<file path="config.mk">
export PLATFORM = sky130hd
export DESIGN_NAME = rbs_extractor
export DESIGN_NICKNAME = d
export VERILOG_FILES = /design/src/rtl/rbs_pkg.sv /design/src/rtl/rbs_slot_map.sv /design/src/rtl/rbs_boundary.sv /design/src/rtl/rbs_sig_store.sv /design/src/rtl/rbs_extractor.sv
export SDC_FILE = /design/constraint.sdc
export NUM_CORES = 1
export LEC_CHECK = 0
export BUFFER_PORTS_ARGS = -buffer_cell sky130_fd_sc_hd__buf_2
export CORE_UTILIZATION = 30
export DETAILED_ROUTE_END_ITERATION = 6
export PLACE_DENSITY_LB_ADDON = 0.1
export REMOVE_ABC_BUFFERS = 1
export SLEW_MARGIN = 20
export SYNTH_ARGS = -nofsm -noshare
export SYNTH_HDL_FRONTEND = slang
export SYNTH_SLANG_ARGS = --single-unit
</file>
<file path="constraint.sdc">
create_clock -name clk -period 1.5 [get_ports clk]
set_input_delay 0 -clock clk [delete_from_list [all_inputs] [get_ports clk]]
set_output_delay 0 -clock clk [all_outputs]
set_load 0.1 [all_outputs]
</file>
<file path="src/rtl/rbs_pkg.sv">
// Package: shared types for the robbed-bit signaling extractor.
// Assumes a four-position signaling word (A..D) and a 2-bit mode code.
package rbs_pkg;
    typedef enum logic [1:0] {
        MODE_OFF     = 2'b00,
        MODE_SIXTEEN = 2'b01,
        MODE_FOUR    = 2'b10,
        MODE_TWO     = 2'b11
    } rbs_mode_e;

    localparam int SIG_POS = 4;           // A, B, C, D
    localparam int POS_W   = $clog2(SIG_POS);
    localparam int SIG_EVERY = 6;         // a signaling frame every sixth frame
endpackage

</file>
<file path="src/rtl/rbs_slot_map.sv">
// Module: rbs_slot_map
// Decides whether a frame carries signaling and which position (A..D)
// its LSB feeds under the selected mode. Purely combinational.
// Assumes frame numbers count from 1 and that the format flag is steady.
module rbs_slot_map
    import rbs_pkg::*;
#(
    parameter int FW = 5
) (
    input  logic [FW-1:0]    frame,
    input  logic             esf,
    input  rbs_mode_e        mode,
    output logic             hit,
    output logic [POS_W-1:0] pos
);
    logic [1:0] k;        // index of the signaling frame within the multiframe
    logic       is_sig;

    // Find the signaling frame index from the frame number.
    always_comb begin
        is_sig = 1'b1;
        k      = 2'd0;
        if (frame == FW'(SIG_EVERY))        k = 2'd0;
        else if (frame == FW'(2*SIG_EVERY)) k = 2'd1;
        else if (frame == FW'(3*SIG_EVERY)) k = 2'd2;
        else if (frame == FW'(4*SIG_EVERY)) k = 2'd3;
        else                                is_sig = 1'b0;
    end

    // Map the frame index to a store position for the mode.
    always_comb begin
        hit = is_sig && (esf || !k[1]) && (mode != MODE_OFF);
        unique case (mode)
            MODE_SIXTEEN: pos = POS_W'(k);
            MODE_FOUR:    pos = POS_W'(k[0]);
            default:      pos = '0;
        endcase
    end
endmodule

</file>
<file path="src/rtl/rbs_boundary.sv">
// Module: rbs_boundary
// Flags the multiframe boundary with a one-cycle pulse in the cycle after
// the last channel of the last frame is accepted.
// Assumes the upstream framer delivers channels and frames in order.
module rbs_boundary #(
    parameter int NCH    = 24,
    parameter int FR_ESF = 24,
    parameter int FR_SF  = 12,
    parameter int CW     = 5,
    parameter int FW     = 5
) (
    input  logic          clk,
    input  logic          rst_n,
    input  logic          valid,
    input  logic [CW-1:0] chan,
    input  logic [FW-1:0] frame,
    input  logic          esf,
    output logic          mf_end
);
    logic [FW-1:0] last_frame;
    logic          last_byte;

    // Pick the final frame number for the current format.
    always_comb begin
        last_frame = esf ? FW'(FR_ESF) : FW'(FR_SF);
        last_byte  = valid && (chan == CW'(NCH-1)) && (frame == last_frame);
    end

    // Register the boundary pulse.
    always_ff @(posedge clk) begin
        if (!rst_n) mf_end <= 1'b0;
        else        mf_end <= last_byte;
    end
endmodule

</file>
<file path="src/rtl/rbs_sig_store.sv">
// Module: rbs_sig_store
// Holds a staging copy and a committed copy of each channel's signaling word.
// A write updates a single staged bit, and a commit copies all staged words
// at once. The module also reports whether the staged set differs from the
// committed set.
// Assumes wr_pos is below SIGW.
module rbs_sig_store #(
    parameter int NCH  = 24,
    parameter int SIGW = 4,
    parameter int CW   = 5,
    parameter int PW   = 2
) (
    input  logic              clk,
    input  logic              rst_n,
    input  logic              wr_en,
    input  logic [CW-1:0]     wr_chan,
    input  logic [PW-1:0]     wr_pos,
    input  logic              wr_bit,
    input  logic              commit,
    input  logic [CW-1:0]     rd_chan,
    output logic [SIGW-1:0]   rd_sig,
    output logic              differs,
    output logic [NCH*SIGW-1:0] store_flat
);
    logic [NCH*SIGW-1:0] stage_flat;

    for (genvar g = 0; g < NCH; g++) begin : g_ch
        logic [SIGW-1:0] stg_q;
        logic [SIGW-1:0] sto_q;

        // Stage one signaling bit when this channel is addressed.
        always_ff @(posedge clk) begin
            if (!rst_n)
                stg_q <= '0;
            else if (wr_en && (wr_chan == CW'(g)))
                stg_q[wr_pos] <= wr_bit;
        end

        // Commit the staged word at the boundary.
        always_ff @(posedge clk) begin
            if (!rst_n)      sto_q <= '0;
            else if (commit) sto_q <= stg_q;
        end

        assign stage_flat[g*SIGW +: SIGW] = stg_q;
        assign store_flat[g*SIGW +: SIGW] = sto_q;
    end

    // Compare the staged set with the committed set across all channels.
    always_comb differs = |(stage_flat ^ store_flat);

    // Read back the committed word, with zero for an out-of-range index.
    always_comb begin
        if (int'(rd_chan) < NCH) rd_sig = store_flat[int'(rd_chan)*SIGW +: SIGW];
        else                     rd_sig = '0;
    end
endmodule

</file>
<file path="src/rtl/rbs_extractor.sv">
// Module: rbs_extractor (top)
// Extracts robbed-bit signaling from the T1 channel bytes into a per-channel
// A..D store. It commits the store at each multiframe boundary and raises a
// sticky change flag with a two-level gated interrupt.
// Assumes frame and channel alignment are already established upstream.
module rbs_extractor
    import rbs_pkg::*;
#(
    parameter int NCH    = 24,
    parameter int FR_ESF = 24,
    parameter int FR_SF  = 12,
    localparam int CW    = $clog2(NCH),
    localparam int FW    = $clog2(FR_ESF + 1)
) (
    input  logic              clk,
    input  logic              rst_n,
    input  logic              rx_valid,
    input  logic [7:0]        rx_byte,
    input  logic [CW-1:0]     rx_chan,
    input  logic [FW-1:0]     rx_frame,
    input  logic              esf_sel,
    input  logic [1:0]        sig_mode,
    input  logic              chg_ie,
    input  logic              blk_ie,
    input  logic              sts_clr,
    input  logic [CW-1:0]     rd_chan,
    output logic [SIG_POS-1:0] rd_sig,
    output logic              chg_sts,
    output logic              sig_irq
);
    rbs_mode_e            mode;
    logic                 hit;
    logic [POS_W-1:0]     pos;
    logic                 mf_end;
    logic                 commit;
    logic                 differs;
    logic [NCH*SIG_POS-1:0] store_flat;
    logic                 unused_hi;

    assign mode      = rbs_mode_e'(sig_mode);
    assign unused_hi = ^rx_byte[7:1];

    rbs_slot_map #(.FW(FW)) u_map (
        .frame (rx_frame),
        .esf   (esf_sel),
        .mode  (mode),
        .hit   (hit),
        .pos   (pos)
    );

    rbs_boundary #(
        .NCH(NCH), .FR_ESF(FR_ESF), .FR_SF(FR_SF), .CW(CW), .FW(FW)
    ) u_bnd (
        .clk    (clk),
        .rst_n  (rst_n),
        .valid  (rx_valid),
        .chan   (rx_chan),
        .frame  (rx_frame),
        .esf    (esf_sel),
        .mf_end (mf_end)
    );

    // Commit only while extraction is enabled.
    assign commit = mf_end && (mode != MODE_OFF);

    rbs_sig_store #(
        .NCH(NCH), .SIGW(SIG_POS), .CW(CW), .PW(POS_W)
    ) u_store (
        .clk        (clk),
        .rst_n      (rst_n),
        .wr_en      (rx_valid && hit),
        .wr_chan    (rx_chan),
        .wr_pos     (pos),
        .wr_bit     (rx_byte[0]),
        .commit     (commit),
        .rd_chan    (rd_chan),
        .rd_sig     (rd_sig),
        .differs    (differs),
        .store_flat (store_flat)
    );

    // Sticky change flag: a set at commit has priority over a clear.
    always_ff @(posedge clk) begin
        if (!rst_n)                 chg_sts <= 1'b0;
        else if (commit && differs) chg_sts <= 1'b1;
        else if (sts_clr)           chg_sts <= 1'b0;
    end

    // Interrupt line passes through both enable levels.
    always_comb sig_irq = chg_sts && chg_ie && blk_ie;
endmodule

</file>
-- Word level (Yosys, flattened, before mapping)
Cells that the tools add are included.
- register bits after elaboration: 194
- latch bits: 0
- memory bits (writable): 0
- memory bits (read-only): 0
- word-level logic and storage cells: 164
- memories kept: 0
- add/sub/neg operators: 0
- $mul: 0
- divide/modulo/power cells: 0
- $lt $le $gt $ge: 3
- equality and inequality tests: 30
- shift operators: 1
- multiplexer cells: 39
- bitwise gates (word level): 1
- reductions and logical operators: 40
- operator list (kind ; count):
    4-bit bitwise mux ; 24
    96-bit OR reduction ; 1
    96-bit by 8-bit indexed part select with 4-bit output ; 1
    96-bit XOR ; 1
    5-bit == test (second input constant) ; 10
    5-bit by 4-bit == test with 1-bit output (second input constant) ; 9
    1-bit logical AND ; 34
    5-bit by 3-bit == test with 1-bit output (second input constant) ; 5
    5-bit by 2-bit == test with 1-bit output (second input constant) ; 2
    2-bit two-way mux ; 4
    1-bit two-way mux ; 7
    5-bit by 1-bit == test with 1-bit output (second input constant) ; 1
    5-bit == test ; 1
    5-bit logical NOT ; 1
    5-bit < comparator (second input constant) ; 1
    5-bit two-way mux ; 1
    4-bit two-way mux ; 1
    2-bit one-hot mux with 2 select lines ; 1
    2-bit nonzero test ; 2
    2-bit by 3-bit < comparator with 1-bit output (second input constant) ; 1
    1-bit demux with 2-bit select ; 1
    2-bit by 1-bit == test with 1-bit output (second input constant) ; 1
    2-bit == test (second input constant) ; 1
    2-bit by 1-bit >= comparator with 1-bit output (second input constant) ; 1
    2 further kinds ; 2

-- Logic depth before layout (Yosys ltp)
Gate-level depths: netlist of the first run.
- depth in word-level cells: 11
- depth in mapped cells: 8

-- Cells and area by module
From an unflattened synthesis of the first run, not the netlist that was laid out.
- cells, all modules: 1022
- area, all modules: 9894.5 µm²
- by module, submodules not included (module ; times used ; cells an instance ; area an instance (µm²) ; sequential area each (µm²)):
    rbs_sig_store ; 1 ; 994 ; 9636.7 ; 3843.7
    rbs_slot_map ; 1 ; 15 ; 125.1 ; 0.0
    rbs_boundary ; 1 ; 7 ; 75.1 ; 20.0
    rbs_extractor ; 1 ; 6 ; 57.6 ; 20.0

-- Worst setup path after synthesis of the first run
OpenSTA, ideal clock, no wires.
- path kind: in2out
- from: input port rd_chan[1]
- to: output port rd_sig[0]
- arrival time: 2.590 ns
- required time: 1.500 ns
- setup slack: -1.090 ns
- stages on the path: 6
- buffers on the path: 2
- cell sequence: clkbuf_1 > buf_1 > mux4_2 > a22oi_1 > and3_1 > o22ai_1
- longest elaborated chain between the ends: 2
- elaborated cells on any way between the ends: 3
- those cells by class: order compare: 1; shift: 1; mux: 1
- RTL lines (what ; RTL line ; text):
    start, declared ; rbs_extractor.sv:26 ; input logic [CW-1:0] rd_chan,
    96-bit by 8-bit indexed part select with 4-bit output / 5-bit < comparator (equally long branches) ; rbs_sig_store.sv:54 ; if (int'(rd_chan) < NCH) rd_sig = store_flat[int'(rd_chan)*SIGW +: SIGW];
    4-bit two-way mux * ; rbs_sig_store.sv:54 ;
    end, declared ; rbs_extractor.sv:27 ; output logic [SIG_POS-1:0] rd_sig,
Every way passes the cells marked *; elsewhere a longest branch is shown, timed or not.

-- Worst setup path in the final report of the first run
- from: register u_store.g_ch[4].sto_q[1]
- to: output port rd_sig[1]
- longest elaborated chain between the ends: 2
- RTL lines (what ; RTL line ; text):
    start, declared ; rbs_sig_store.sv:29 ; logic [SIGW-1:0] sto_q;
    start signal, assigned ; rbs_sig_store.sv:42 ; else if (commit) sto_q <= stg_q;
    96-bit by 8-bit indexed part select with 4-bit output ; rbs_sig_store.sv:54 ;
    4-bit two-way mux ; rbs_sig_store.sv:54 ;
No other way between the ends.

==> flow_summary.json, run 1 <==
{
  "cap_violations": 0,
  "pin_count": 38,
  "worstMarginPinSlew_ns": 0.588,
  "wl_per_cell_um": 20.4,
  "layout_commonest_cell": "nand2_1",
  "area_growth_pct": 32.7,
  "grt.busiest_layer": "met2",
  "port-buffer-count": 30,
  "cpPeakStageDelay_ns": 0.49,
  "finalCritPeriodShare_pct": 137,
  "synth_top_family_by_area": "compound AO/OA/AOI/OAI gates",
  "synth_fa_ha_area_share_pct": 0.402,
  "nFillCells": 3065,
  "h-tree-depth": 4,
  "rrSetupSlack_ns": -0.13,
  "crit_end": "rd_sig[1]",
  "r2r-end": "chg_sts$_SDFFE_PN0P_",
  "async_flop_share_pct": 0,
  "critPathBufInv": 2,
  "firstDrtPassIters": 5,
  "cts_buffers": 17,
  "syn_area_sq_um": 9330,
  "rows": 64,
  "drtIter0Drc": 527,
  "grt_usage_pct": 21.3,
  "synth-edff-count": 0,
  "grt_pass1_wl_mm": 49.5,
  "drive_gt1_share_pct": 28.2,
  "ys_warn_count": 0,
  "cts_sinks": 194,
  "worstPathMaxFanout": 2,
  "synth_seq_cells": 194,
  "p_leak_nw": 4.91,
  "antenna_left": 0,
  "violations": "setup timing",
  "grt_max_degree": 69,
  "final_cell_mix": "nand2_1, dfxtp_1, buf_4",
  "use_met3_pct": 2.88,
  "stdcell_count": 1585,
  "layout_setup_ws_ns": -0.559,
  "dieArea_sq_um": 31800,
  "hold_class": "input port to flip-flop",
  "seq_area_frac_synth_pct": 41.6,
  "vias": 8027,
  "die_height_um": 178,
  "synthMuxAreaShare_pct": 6.22,
  "path_class": "flip-flop to primary output",
  "wl_mm": 32.4,
  "finalHoldViolCount": 0,
  "outcome": "complete, but fails checks",
  "slew_headroom_pct": 60.7,
  "holdPathStages": 4,
  "synth-xor-area-share_pct": 9.10,
  "start_util_pct": 30.5,
  "worstSetupPathDepth": 6,
  "cp.arrival_ns": 2.06,
  "grt_antenna_before_repair": 0,
  "path_cells": "mux4_2 -> a22oi_2 -> buf_4 -> and3_4 -> o22ai_4 -> buf_12",
  "gp_congestion": 0.800,
  "multi_input_area_sq_um": 5310,
  "synth_compound_area_share_pct": 24.8,
  "cts_tree": "built",
  "p_per_area_nw_per_um2": 856,
  "clkTransAtPathRegs_ns": 0.09,
  "reg2reg_from": "u_store.g_ch[12].stg_q[2]$_SDFFE_PN0P_",
  "use_met2_pct": 33.1,
  "path_delay_family": "multiplexers",
  "critical_path.startpoint": "u_store.g_ch[4].sto_q[1]$_SDFFE_PN0P_",
  "final-max-slew-violation-count": 0,
  "root_buffer": "clkbuf_16",
  "critPathCaptureType": "primary output",
  "seq_area_sq_um": 3900,
  "cts_buffer_depth": 2,
  "post-place-cells": 1543,
  "grt_setup_unrepaired": "yes",
  "required_ns": 1.50,
  "finalNetCount": 1210,
  "holdWs_ns": 0.110,
  "grt_pass1_vias": 7613,
  "clk_latency_ns": 0.45,
  "crit_slowest_cell": "mux4_2",
  "ys_types": 38,
  "grt.overflow.total": 0,
  "core-area_sq_um": 30600,
  "syn_area_per_cell_sq_um": 9.28,
  "die_w_um": 178,
  "synth_ff_type": "dfxtp_1",
  "ir_worst_vdd_uv": 780,
  "skew_ns": 0.0170,
  "use_met1_pct": 30.8,
  "netlist_instances": 1006,
  "r2r_cells": 7,
  "setup_viol": 5,
  "vias_per_cell": 5.06,
  "dp_hpwl_mm": 23.3,
  "period_needed_ns": 2.06,
  "synth-simple-area-share_pct": 14.3,
  "cp-start-kind": "flip-flop",
  "fmaxAchievable_mhz": 486,
  "remaining_drc_errors": 0
}
==> tightest hold or removal path, cell delays in order <==
cell      delay (ns)
buf_2           0.10
nand3b_1        0.16
o21ai_0         0.11
nor4b_1         0.15
==> final cells by class <==
cell class,instances,share of cell area (%)
inverter,3,0.0910
sequential,194,31.5
clock buffer,17,3.44
timing repair buffer,233,16.6
clock inverter,15,1.51
multi-input combinational,726,42.9
antenna,1,0.0202
tap,396,4.00
==> layer usage <==
layer	vias to the layer above	routed length [um]
li1	4025	-
met1	3830	16100
met2	150	14600
met3	22	1150
met4	0	483
met5	-	0
==> where the power goes <==
part	switching, W	internal, W	total [W]	leakage (nW)
Clock	0.00234	0.00255	0.00489	0.303
Sequential	0.000000453	0.00514	0.00514	1.57
Combinational	0.000328	0.000225	0.000553	3.04
==> worst min path at each step <==
stage,end,from,slack (ns)
after floorplan,u_bnd.mf_end$_SDFF_PN0_,rx_valid,0.14
after global placement,u_bnd.mf_end$_SDFF_PN0_,rx_valid,0.27
after detailed placement,u_bnd.mf_end$_SDFF_PN0_,rx_valid,0.27
after CTS,u_bnd.mf_end$_SDFF_PN0_,esf_sel,0.10
after global routing,u_bnd.mf_end$_SDFF_PN0_,esf_sel,0.16
final,u_bnd.mf_end$_SDFF_PN0_,esf_sel,0.11
==> through the flow <==
stage	util (%)	total power (W)	instance area, sq um	TNS [ns]	setup slack (ns)
after global placement	37.4	0.00580	11400	-17.46	-0.262
final	40.5	0.0106	12400	-2.28	-0.559
after global routing	40.5	0.0110	12400	-2.67	-0.619
after CTS	40.4	0.0107	12300	-2.33	-0.574
after floorplan	-	0.00543	9010	-272.63	-2.60
after detailed placement	37.4	0.00580	11400	-19.10	-0.277
==> cell usage after synthesis (2+ instances only) <==
| master | n | area, sq um |
|---|---|---|
| ha_1 | 3 | 37.5 |
| nor3_1 | 2 | 10.0 |
| nand4_1 | 6 | 37.5 |
| inv_1 | 3 | 11.3 |
| and3_1 | 5 | 31.3 |
| nor2b_1 | 6 | 37.5 |
| o21ai_0 | 3 | 15.0 |
| xor2_1 | 92 | 806 |
| a22oi_1 | 4 | 30.0 |
| nor4_1 | 24 | 150 |
| nand3_2 | 8 | 80.1 |
| o31ai_1 | 96 | 721 |
| nand3_1 | 23 | 115 |
| clkbuf_1 | 66 | 248 |
| o22ai_1 | 4 | 25.0 |
| nor2_1 | 4 | 15.0 |
| nand2_1 | 203 | 762 |
| mux2i_1 | 4 | 40.0 |
| o211ai_1 | 96 | 721 |
| buf_2 | 7 | 35.0 |
| nand2b_1 | 5 | 31.3 |
| buf_1 | 10 | 37.5 |
| a2111oi_4 | 2 | 55.1 |
| mux4_2 | 24 | 541 |
| a21boi_0 | 96 | 721 |
| dfxtp_1 | 194 | 3880 |
| xnor2_1 | 5 | 43.8 |
==> flip-flops by register name, indices dropped and copies added (netlist names) <==
| register | cells |
|---|---|
| u_store.g_ch.sto_q | 96 |
| u_bnd.mf_end | 1 |
| u_store.g_ch.stg_q | 96 |
| chg_sts | 1 |
==> kinds of logic after synthesis <==
kind of cell | Yosys count
compound gates | 304
simple gates | 294
flops | 194
xor+xnor | 97
buf+inv | 86
mux | 28
fa+ha+maj | 3
==> what timing repair did <==
item                                    CTS  global route
hold buffers                              8             0
buffers inserted                          1             1
hold endpoints to repair                 19             0
resized for setup                        48             6
pin swaps                                15             2
endpoints found under the setup margin    5            12
No activity file was read; power rests on OpenSTA's default activity.
==> run 2, diff against run 1 <==
--- a/config.mk
+++ b/config.mk
@@ -10,6 +10,7 @@
 export DETAILED_ROUTE_END_ITERATION = 6
 export PLACE_DENSITY_LB_ADDON = 0.1
 export REMOVE_ABC_BUFFERS = 1
+export SKIP_LAST_GASP = 1
 export SLEW_MARGIN = 20
 export SYNTH_ARGS = -nofsm -noshare
 export SYNTH_HDL_FRONTEND = slang
==> run 2 against run 1 <==
The run still ends with setup timing left. Worst hold slack about the same. Maximum frequency decreased by 0.33%. Global-route usage unchanged. First-iteration DRC count increased by 3.6%. Cell area increased by 0.21%. Clock power about the same. Clock skew about the same. Via count increased by 0.11%. Count of clock-buffer cells in the layout unchanged. Sequential power about the same.
==> flow_summary.json, run 2 (synthesis results as in run 1) <==
{
  "outcome": "complete, but fails checks",
  "violations": "setup timing",
  "wl_mm": 32.5,
  "cts_buffer_depth": 2,
  "wl_per_cell_um": 20.5,
  "die_height_um": 178,
  "path_class": "flip-flop to primary output",
  "root_buffer": "clkbuf_16",
  "firstDrtPassIters": 4,
  "p_per_area_nw_per_um2": 855,
  "skew_ns": 0.0169,
  "swShare_pct": 25.3,
  "drive_gt1_share_pct": 28.3,
  "grt_max_degree": 69,
  "hold_class": "input port to flip-flop",
  "rows": 64,
  "worstMarginPinSlew_ns": 0.565,
  "crit_slowest_cell": "mux4_2",
  "design_area_sq_um": 12400,
  "setup_viol": 5,
  "slew_headroom_pct": 62.2,
  "critPathCaptureType": "primary output",
  "combPwrFrac_pct": 5.2,
  "finalHoldViolCount": 0,
  "grt_pass1_wl_mm": 49.4,
  "core-area_sq_um": 30600,
  "remaining_drc_errors": 0,
  "finalCritPeriodShare_pct": 138,
  "period_needed_ns": 2.07,
  "grt_pass1_vias": 7601,
  "vias_per_cell": 5.07,
  "dpl-instance-area_sq_um": 11400,
  "worstPathMaxFanout": 3,
  "layout_commonest_cell": "nand2_1",
  "cp.arrival_ns": 2.07,
  "finalNetCount": 1211,
  "clkTransAtPathRegs_ns": 0.09,
  "grt.overflow.total": 0,
  "ir_worst_vdd_uv": 781,
  "antennaDiodeCount": 0,
  "largest_registers": "u_store.g_ch.stg_q x96, u_store.g_ch.sto_q x96",
  "start_util_pct": 30.5,
  "seqPwrFrac_pct": 48.5,
  "area_growth_pct": 32.9,
  "grt_antenna_before_repair": 0,
  "p_sw_w": 0.00268,
  "cap_violations": 0,
  "final-max-slew-violation-count": 0,
  "fin_tns_setup_ns": -2.33,
  "fmaxAchievable_mhz": 484,
  "critPathBufInv": 2,
  "cts_tree": "built",
  "port-buffer-count": 30,
  "drtIter0Drc": 546,
  "gp_congestion": 0.800,
  "cts_sinks": 194,
  "path_cells": "mux4_2 -> a22oi_2 -> buf_4 -> and3_4 -> o22ai_4 -> buf_12",
  "antenna_left": 0,
  "cpPeakStageDelay_ns": 0.47,
  "dp_hpwl_mm": 23.3,
  "cp-start-kind": "flip-flop",
  "layout_setup_ws_ns": -0.566,
  "grt_setup_unrepaired": "yes",
  "p_int_w": 0.00792,
  "required_ns": 1.50,
  "vias": 8036,
  "pin_count": 38,
  "dieArea_sq_um": 31800,
  "p_clk_share_pct": 46.3,
  "p_leak_nw": 4.92,
  "clk_latency_ns": 0.45,
  "h-tree-depth": 4,
  "die_w_um": 178,
  "cts_buffers": 17,
  "final_cell_mix": "nand2_1, dfxtp_1, buf_4",
  "path_delay_family": "multiplexers",
  "grt_usage_pct": 21.3
}
## run 2: worst register-to-register path, cell delays in order (launching register included)
cell and delay (ns):
dfxtp_1 0.37, xor2_1 0.49, nor4_2 0.11, buf_4 0.16, nand4_1 0.09, buf_4 0.14
nor2_1 0.04, a31oi_1 0.14
## run 2: cell type report
class                           count  area, sq um
Clock buffer                       17          425
Timing Repair Buffer              234         2070
Tap cell                          396          495
Fill cell                        3063        18200
Multi-Input combinational cell    726         5320
Clock inverter                     15          186
Inverter                            3         11.3
Sequential cell                   194         3900
## run 2: power groups by stage
stage	Sequential [W]	Clock, W	Combinational, W
floorplan	0.00527	0	0.000166
global placement	0.00527	0	0.000531
detailed placement	0.00527	0	0.000533
CTS	0.00514	0.00500	0.000551
global route	0.00515	0.00524	0.000593
finish	0.00514	0.00491	0.000554
## run 2: worst paths after layout
path,from,slack (ns),cells past startpoint,endpoint
max,u_store.g_ch[6].sto_q[2]$_SDFFE_PN0P_,-0.57,6,rd_sig[2]
min,esf_sel,0.11,4,u_bnd.mf_end$_SDFF_PN0_
max reg2reg,u_store.g_ch[12].stg_q[2]$_SDFFE_PN0P_,-0.11,7,chg_sts$_SDFFE_PN0P_
min reg2reg,u_store.g_ch[5].sto_q[2]$_SDFFE_PN0P_,0.48,2,u_store.g_ch[5].sto_q[2]$_SDFFE_PN0P_
## run 2: timing repair
action | in CTS | in global routing
endpoints found under the hold margin | 19 | 0
hold buffers | 8 | 0
buffers inserted | 1 | 2
setup endpoints to repair | 5 | 12
gates resized for setup | 46 | 12
pin swaps | 15 | 6
## run 2: stage by stage
step / util, % / setup slack [ns] / total power [W] / hold WS, ns / instances
after CTS: 40.3 / -0.574 / 0.0107 / 0.105 / 1583
after floorplan: - / -2.60 / 0.00543 / 0.137 / 923
after global routing: 40.6 / -0.623 / 0.0110 / 0.162 / 1585
after global placement: 37.4 / -0.262 / 0.00580 / 0.266 / 1543
final: 40.6 / -0.566 / 0.0106 / 0.110 / 1585
after detailed placement: 37.4 / -0.277 / 0.00580 / 0.267 / 1543
## run 2: routing by layer
| metal | wire [um] | up-vias | GRT usage (%) |
|---|---|---|---|
| met4 | 446 | 0 | 5.08 |
| li1 | - | 4027 | - |
| met1 | 16400 | 3843 | 30.9 |
| met5 | 0 | - | 0 |
| met3 | 958 | 22 | 2.81 |
| met2 | 14700 | 144 | 33.2 |
==> run 3, diff against run 2 <==
--- a/config.mk
+++ b/config.mk
@@ -6,7 +6,7 @@
 export NUM_CORES = 1
 export LEC_CHECK = 0
 export BUFFER_PORTS_ARGS = -buffer_cell sky130_fd_sc_hd__buf_2
-export CORE_UTILIZATION = 30
+export CORE_UTILIZATION = 25
 export DETAILED_ROUTE_END_ITERATION = 6
 export PLACE_DENSITY_LB_ADDON = 0.1
 export REMOVE_ABC_BUFFERS = 1
==> run 3 against run 2 <==
The run still ends with setup timing left. Critical path depth shrank 1. Total power shrank 2.8%. Highest routed layer unchanged. Largest cell class unchanged. Count of clock-buffer cells in the layout grew 2. First-iteration DRC count shrank 11%. Maximum frequency grew 2.5%. Sequential power is essentially flat. Combinational power grew 4.0%. Worst setup slack gained 0.051 ns. Global-route usage shrank 2.5 points. Register-to-register slack is essentially flat. Sequential cell count is the same.
==> flow_summary.json, run 3 (synthesis results as in run 1) <==
{
  "grt_antenna_before_repair": 0,
  "finalHoldViolCount": 0,
  "cts_buffers": 17,
  "largest_registers": "u_store.g_ch.stg_q x96, u_store.g_ch.sto_q x96",
  "dieArea_sq_um": 38100,
  "setup_viol": 5,
  "r2r-end": "chg_sts$_SDFFE_PN0P_",
  "cts_buffer_depth": 2,
  "grt_max_degree": 86,
  "port-buffer-count": 30,
  "drive_gt1_share_pct": 30.6,
  "fin_tns_setup_ns": -2.11,
  "cts_sinks": 194,
  "period_needed_ns": 2.02,
  "rows": 70,
  "skew_ns": 0.0188,
  "layout_commonest_cell": "nand2_1",
  "die_w_um": 195,
  "layout_setup_ws_ns": -0.516,
  "path_class": "flip-flop to primary output",
  "final-max-slew-violation-count": 0,
  "combPwrFrac_pct": 5.6,
  "core-area_sq_um": 36700,
  "antennaDiodeCount": 0,
  "vias": 8164,
  "cp.arrival_ns": 2.02,
  "antenna_left": 0,
  "wl_per_cell_um": 20.7,
  "pin_count": 38,
  "critical_path.startpoint": "u_store.g_ch[7].sto_q[0]$_SDFFE_PN0P_",
  "clkTransAtPathRegs_ns": 0.09,
  "swShare_pct": 25.8,
  "p_per_area_nw_per_um2": 810,
  "firstDrtPassIters": 4,
  "p_sw_w": 0.00266,
  "grt_pass1_vias": 7989,
  "wl_mm": 34.8,
  "p_int_w": 0.00765,
  "r2r_cells": 6,
  "cp-start-kind": "flip-flop",
  "fin_total_pwr_w": 0.0103,
  "grt_setup_unrepaired": "yes",
  "drtIter0Drc": 485,
  "h-tree-depth": 4,
  "grt.overflow.total": 0,
  "reg2reg_from": "u_store.g_ch[2].sto_q[0]$_SDFFE_PN0P_",
  "violations": "setup timing",
  "ir_worst_vdd_uv": 771,
  "die_height_um": 195,
  "cts_tree": "built",
  "final_cell_mix": "nand2_1, buf_4, dfxtp_1",
  "required_ns": 1.50,
  "start_util_pct": 25.4,
  "worstMarginPinSlew_ns": 0.613,
  "worstPathMaxFanout": 2,
  "seqPwrFrac_pct": 49.9,
  "crit_end": "rd_sig[0]",
  "grt_usage_pct": 18.8,
  "pre_cts_ws_ns": -0.346,
  "p_leak_nw": 5.07,
  "p_clk_share_pct": 44.5,
  "finalCritPeriodShare_pct": 134,
  "dp_hpwl_mm": 25.0,
  "cap_violations": 0,
  "vias_per_cell": 4.86,
  "nFillCells": 3782,
  "clk_latency_ns": 0.46,
  "gp_congestion": 0.792,
  "grt_pass1_wl_mm": 52.8,
  "hold_class": "input port to flip-flop",
  "root_buffer": "clkbuf_16",
  "critPathCaptureType": "primary output",
  "finalNetCount": 1233,
  "slew_headroom_pct": 58.8,
  "area_growth_pct": 36.4,
  "fmaxAchievable_mhz": 496,
  "rrSetupSlack_ns": -0.10,
  "outcome": "complete, but fails checks",
  "remaining_drc_errors": 0
}
run 3: changes by cell type in the layout (fill, tap and decap cells not counted), sizes merged:
cell         delta
bufinv          -2
inv             -2
clkbuf          +2
dlygate4sd3     -1
clkinvlp        +1
clkinv          +1
buf            +23
run 3: worst min path at each step:
stage                from                                    end  slack [ns]  cells past startpoint
2_1_floorplan    rx_valid                u_bnd.mf_end$_SDFF_PN0_        0.14                      2
3_3_place_gp     rx_valid                u_bnd.mf_end$_SDFF_PN0_        0.29                      3
3_5_place_dp     rx_valid                u_bnd.mf_end$_SDFF_PN0_        0.29                      3
4_1_cts        rx_byte[0]  u_store.g_ch[4].stg_q[2]$_SDFFE_PN0P_        0.04                      3
5_1_grt             rst_n  u_store.g_ch[8].sto_q[2]$_SDFFE_PN0P_        0.06                      3
6_report            rst_n  u_store.g_ch[8].sto_q[2]$_SDFFE_PN0P_        0.06                      3
run 3: metal layers:
layer  vias to the layer above  part of all wire (%)  routed length (um)  track usage, %
met5                         -                     0                   0               0
met4                         0                   1.5                 518            4.81
met3                        17                   2.0                 684            2.50
met2                        87                    46               16100            30.1
met1                      3972                    50               17400            26.5
li1                       4088                     -                   -               -
run 3: per-stage QoR:
stage	instance area [sq um]	instances	hold WS (ns)	utilization [%]
6_report	12700	1679	0.0603	34.7
3_3_place_gp	11700	1629	0.292	31.9
3_5_place_dp	11700	1629	0.287	31.9
4_1_cts	12600	1676	0.0391	34.4
2_1_floorplan	9010	923	0.137	-
5_1_grt	12700	1679	0.0615	34.7
run 3: layout make-up:
type	count	area (sq um)	area share, %
clock buffers	19	453	3.56
clock inverters	13	116	0.914
inverters	3	11.3	0.0885
multi-input cells	726	5340	41.9
flip-flops and latches	194	3910	30.7
well taps	468	586	4.60
repair buffers	256	2320	18.2
run 3: power by group through the flow:
stage,clock network [W],registers (W),logic (W)
finish,0.00459,0.00514,0.000576
global route,0.00493,0.00514,0.000617
CTS,0.00475,0.00514,0.000578
detailed placement,0,0.00527,0.000559
global placement,0,0.00527,0.000560
floorplan,0,0.00527,0.000166
run 3: repair_timing:
action                                  4_1_cts  5_1_grt
endpoints found under the setup margin        5       19
setup buffers                                 8        3
hold buffers                                  7        0
pin swaps                                    18        3
hold endpoints to repair                      2        0
gates resized for setup                      53       13
run 3: critical path, stage by stage (launching register included):
cell and delay, ns:
dfxtp_2 0.33, mux4_2 0.52, a22oi_2 0.21, and3_4 0.23
o22ai_2 0.09, buf_12 0.18
